<file path="src/rtl/usr_pkg.sv">
package usr_pkg;

    typedef enum logic [1:0] {
        OP_HOLD  = 2'b00,
        OP_SHR   = 2'b01,
        OP_SHL   = 2'b10,
        OP_LOAD  = 2'b11
    } op_e;

    typedef struct packed {
        logic hold;
        logic shr;
        logic shl;
        logic load;
    } sel_t;

endpackage

</file>
<file path="src/rtl/usr_mode_dec.sv">
module usr_mode_dec
    import usr_pkg::*;
(
    input  logic [1:0] mode,
    output sel_t       sel
);

    always_comb begin
        sel = '0;
        unique case (op_e'(mode))
            OP_HOLD: sel.hold = 1'b1;
            OP_SHR:  sel.shr  = 1'b1;
            OP_SHL:  sel.shl  = 1'b1;
            OP_LOAD: sel.load = 1'b1;
            default: sel.hold = 1'b1;
        endcase
    end

endmodule

</file>
<file path="src/rtl/usr_stage.sv">
module usr_stage
    import usr_pkg::*;
(
    input  logic clk,
    input  logic clr_n,
    input  sel_t sel,
    input  logic from_hi,
    input  logic from_lo,
    input  logic par_bit,
    output logic bit_q
);

    logic bit_d;

    always_comb begin
        bit_d = bit_q;
        if (sel.shr)       bit_d = from_hi;
        else if (sel.shl)  bit_d = from_lo;
        else if (sel.load) bit_d = par_bit;
        else if (sel.hold) bit_d = bit_q;
    end

    always_ff @(posedge clk or negedge clr_n) begin
        if (!clr_n) bit_q <= 1'b0;
        else        bit_q <= bit_d;
    end

endmodule

</file>
<file path="src/rtl/usr_serial_out.sv">
module usr_serial_out #(
    parameter int WIDTH = 4
) (
    input  logic             shr,
    input  logic             shl,
    input  logic [WIDTH-1:0] q,
    output logic             ser_out
);

    localparam int TOP = WIDTH - 1;

    always_comb begin
        if (shr)      ser_out = q[0];
        else if (shl) ser_out = q[TOP];
        else          ser_out = 1'b0;
    end

endmodule

</file>
<file path="src/rtl/shift_reg_univ.sv">
module shift_reg_univ
    import usr_pkg::*;
#(
    parameter int WIDTH = 4
) (
    input  logic             clk,
    input  logic             clr_n,
    input  logic [1:0]       mode,
    input  logic             ser_in_hi,
    input  logic             ser_in_lo,
    input  logic [WIDTH-1:0] par_in,
    output logic [WIDTH-1:0] q,
    output logic             ser_out
);

    localparam int EXT_W = WIDTH + 2;

    sel_t             sel;
    logic [EXT_W-1:0] ext;

    assign ext = {ser_in_hi, q, ser_in_lo};

    usr_mode_dec i_dec (
        .mode (mode),
        .sel  (sel)
    );

    for (genvar i = 0; i < WIDTH; i++) begin : g_stage
        usr_stage i_stage (
            .clk     (clk),
            .clr_n   (clr_n),
            .sel     (sel),
            .from_hi (ext[i+2]),
            .from_lo (ext[i]),
            .par_bit (par_in[i]),
            .bit_q   (q[i])
        );
    end

    usr_serial_out #(.WIDTH(WIDTH)) i_sout (
        .shr     (sel.shr),
        .shl     (sel.shl),
        .q       (q),
        .ser_out (ser_out)
    );

    assert_clear_zero_R1: assert property (@(posedge clk)
        !clr_n |-> (q == '0));

    assert_hold_stable_R2: assert property (@(posedge clk) disable iff (!clr_n)
        (mode == 2'b00) |=> $stable(q));

    assert_shift_down_R3: assert property (@(posedge clk) disable iff (!clr_n)
        (mode == 2'b01) |=> (q == {$past(ser_in_hi), $past(q[WIDTH-1:1])}));

    assert_shift_up_R4: assert property (@(posedge clk) disable iff (!clr_n)
        (mode == 2'b10) |=> (q == {$past(q[WIDTH-2:0]), $past(ser_in_lo)}));

    assert_load_R5: assert property (@(posedge clk) disable iff (!clr_n)
        (mode == 2'b11) |=> (q == $past(par_in)));

    assert_ser_out_R7: assert property (@(posedge clk) disable iff (!clr_n)
        ser_out == ((mode == 2'b01) ? q[0] : (mode == 2'b10) ? q[WIDTH-1] : 1'b0));

endmodule

</file>
<file path="config.mk">
export PLATFORM = sky130hd
export DESIGN_NAME = shift_reg_univ
export DESIGN_NICKNAME = d
export VERILOG_FILES = /design/src/rtl/usr_pkg.sv /design/src/rtl/usr_mode_dec.sv /design/src/rtl/usr_stage.sv /design/src/rtl/usr_serial_out.sv /design/src/rtl/shift_reg_univ.sv
export SDC_FILE = /design/constraint.sdc
export NUM_CORES = 1
export LEC_CHECK = 0
export BUFFER_PORTS_ARGS = -buffer_cell sky130_fd_sc_hd__buf_2
export CORE_AREA = 2 2 39 41
export CTS_CLUSTER_DIAMETER = 200
export DETAILED_ROUTE_END_ITERATION = 16
export DIE_AREA = 0 0 41 43
export GPL_TIMING_DRIVEN = 1
export SYNTH_ARGS = -nofsm -noshare
export SYNTH_HDL_FRONTEND = slang
export SYNTH_SLANG_ARGS = --single-unit
</file>
<file path="constraint.sdc">
create_clock -name clk -period 1.06 [get_ports clk]
set_input_delay 0 -clock clk [delete_from_list [all_inputs] [get_ports clk]]
set_output_delay 0 -clock clk [all_outputs]
set_load 0.005 [all_outputs]
</file>
==> impl_metrics.py <==
metrics = {
    "route": {
        "route.detailed.drc": 0,
        "vias_per_cell": 4.22,
        "routedWlPerCell_um": 13.0,
        "wl_um": 585,
        "postRouteAntennaNets": 0,
        "first_pass_iters": 4,
        "drtIter0Drc": 1,
        "vias": 190,
    },
    "global_routing": {
        "grt_overflow": 0,
        "antenna_found_initial": 0,
        "grt_usage_pct": 8.14,
        "grt_first_pass_wirelength_um": 869,
        "grt_pass1_vias": 198,
        "grt_max_degree": 7,
    },
    "layout": {
        "diodes": 0,
        "layout_commonest_cell": "buf_2",
        "layout-drive-gt1-share_pct": 65.5,
        "reg.largest.list": "g_stage.i_stage.bit_q (4)",
        "syn2layout_area_growth_pct": 33.8,
        "largest_register_ffs": 4,
        "final_cell_mix": "buf_2 (14), dfrtp_1 (4), clkbuf_4 (3), mux4_2 (2), mux4_1 (2)",
        "top_register": "g_stage.i_stage.bit_q",
        "fin_util_pct": 24.3,
        "fin_nets": 41,
    },
    "setup_path": {
        "path_max_fanout": 4,
        "crit_path_top_delay_cell": "mux4_1",
        "r2r-start": "g_stage[3].i_stage.bit_q$_DFFE_PN0P_",
        "cp_top_family": "multiplexers",
        "critPathArrivalTime_ps": 1150,
        "required_ps": 1160,
        "cp-start-kind": "flop",
        "cp-end-kind": "flop",
        "cp-startpoint": "g_stage[3].i_stage.bit_q$_DFFE_PN0P_",
        "critical_path_buf_inv_count": 0,
        "path_class": "flop to flop",
        "critPathMaxStageDelay_ps": 510,
        "worstPathCellList": "mux4_1",
    },
    "synth": {
        "synth_top_cell_area_share_pct": 41.8,
        "ys_seq_elements": 4,
        "yosysSeqAreaShare_pct": 39.8,
        "netlist-cell-type-count": 6,
        "synth_nets": 25,
        "netlist_instances": 15,
        "syn_area_per_cell_um2": 16.8,
        "synth_area_leaders": "mux4_1 (42%), dfrtp_1 (40%), buf_4 (12%)",
        "synth_top_cell_by_area": "mux4_1",
        "synth_area_um2": 251,
        "synth-warning-count": 0,
    },
    "clock_network": {
        "cts_tree": "done",
        "h-tree-depth": 1,
        "post-cts-setup-buffers": 0,
        "worstSkewPairLatency_ps": 230,
        "cts_buffers": 3,
        "clkSlewWorstSetupHoldPaths_ps": 40,
        "cts_root_buf": "clkbuf_4",
        "cts_max_path_buffers": 2,
        "clock-sinks": 4,
    },
    "sta": {
        "rsz0062_at_grt": "false",
        "fmax_mhz": 955,
        "clock-skew-final_ps": 5.34,
        "layout_setup_ws_ps": 12.5,
        "worst_pin_slew_ps": 144,
        "slew_viol_final": 0,
        "final-hold-violation-count": 0,
        "fin_crit_ps": 1050,
        "hold_slack_ps": 75.9,
        "min_period_over_period_pct": 98.8,
        "relSlewSlack_pct": 90.4,
        "finalSetupViolations": 0,
        "finalSetupTns_ps": 0,
    },
    "min_path": {
        "hold_path.class": "primary input to flop",
        "hp-start": "par_in[3]",
    },
    "place": {
        "gp_congestion": 0.654,
        "post-place-ws_ps": 20.1,
        "port_buffers": 14,
    },
    "floorplanning": {
        "die_y_um": 43,
        "initial_core_util_pct": 18.2,
        "fp-row-count": 14,
        "top_level_ports": 15,
        "dieWidth_um": 41,
        "dieArea_um2": 1760,
        "coreArea_um2": 1380,
    },
    "power_and_ir_drop": {
        "power.density_nw_per_um2": 1570,
        "irDropWorstVdd_v": 0.000466,
        "leakage_nw": 0.160,
    },
    "run_status": {
        "status": "complete, no violations",
    },
    "job": {
        "drv_cap": 0,
    },
}
[per-stage QoR]
stage               cells  instance area [µm²]  total power [mW]
floorplan              15                  251             0.300
global placement       41                  312             0.327
detailed placement     41                  312             0.331
CTS                    45                  344             0.534
global route           45                  337             0.556
finish                 45                  337             0.527
[synthesized netlist by cell type (all sizes together)]
cell type	instances
o21ai	1
mux4	4
buf	4
dfrtp	4
nand2	1
nand3b	1
[final timing paths]
check                                                            end  slack (ps)  depth (start not counted)
worst min-delay path            g_stage[3].i_stage.bit_q$_DFFE_PN0P_          80                          2
worst max-delay path            g_stage[2].i_stage.bit_q$_DFFE_PN0P_          10                          1
min in group asynchronous       g_stage[0].i_stage.bit_q$_DFFE_PN0P_         100                          2
max in group asynchronous       g_stage[1].i_stage.bit_q$_DFFE_PN0P_         830                          2
worst max register to register  g_stage[2].i_stage.bit_q$_DFFE_PN0P_          10                          1
worst min register to register  g_stage[2].i_stage.bit_q$_DFFE_PN0P_         640                          1
[metal layers]
metal,vias up,global-route usage (%),part of all wire (%)
li1,86,-,-
met3,0,3.14,11
met4,0,6.00,0
met5,-,0,0
met1,92,10.7,48
met2,12,10.3,41
[where the power goes]
part           switching, mW  total, mW  internal (mW)
Combinational         0.0395      0.122         0.0824
Sequential            0.0305      0.213          0.183
Clock                 0.0651      0.192          0.127
Total                  0.135      0.527          0.392
[kinds of logic (layout without fill, tap and decap cells)]
| logic type | Yosys count | in the layout | share of synthesized area [%] |
|---|---|---|---|
| mux | 4 | 4 | 41.8 |
| flops | 4 | 4 | 39.8 |
| buf+inv | 4 | 18 | 11.9 |
| simple gates | 2 | 2 | 4.48 |
| compound gates | 1 | 1 | 1.99 |
[layout make-up]
type | count | area, µm²
Clock buffer | 3 | 22.5
Fill cell | 147 | 1050
Multi-Input combinational cell | 7 | 114
Sequential cell | 4 | 100
Tap cell | 16 | 20.0
Timing Repair Buffer | 15 | 80.1
[what timing repair did]
action | in CTS | in global routing
hold buffers | 1 | 0
resized for setup | 0 | 3
endpoints found under the hold margin | 4 | 0
setup endpoints to repair | 0 | 3
Power figures use the tool's default switching activity.
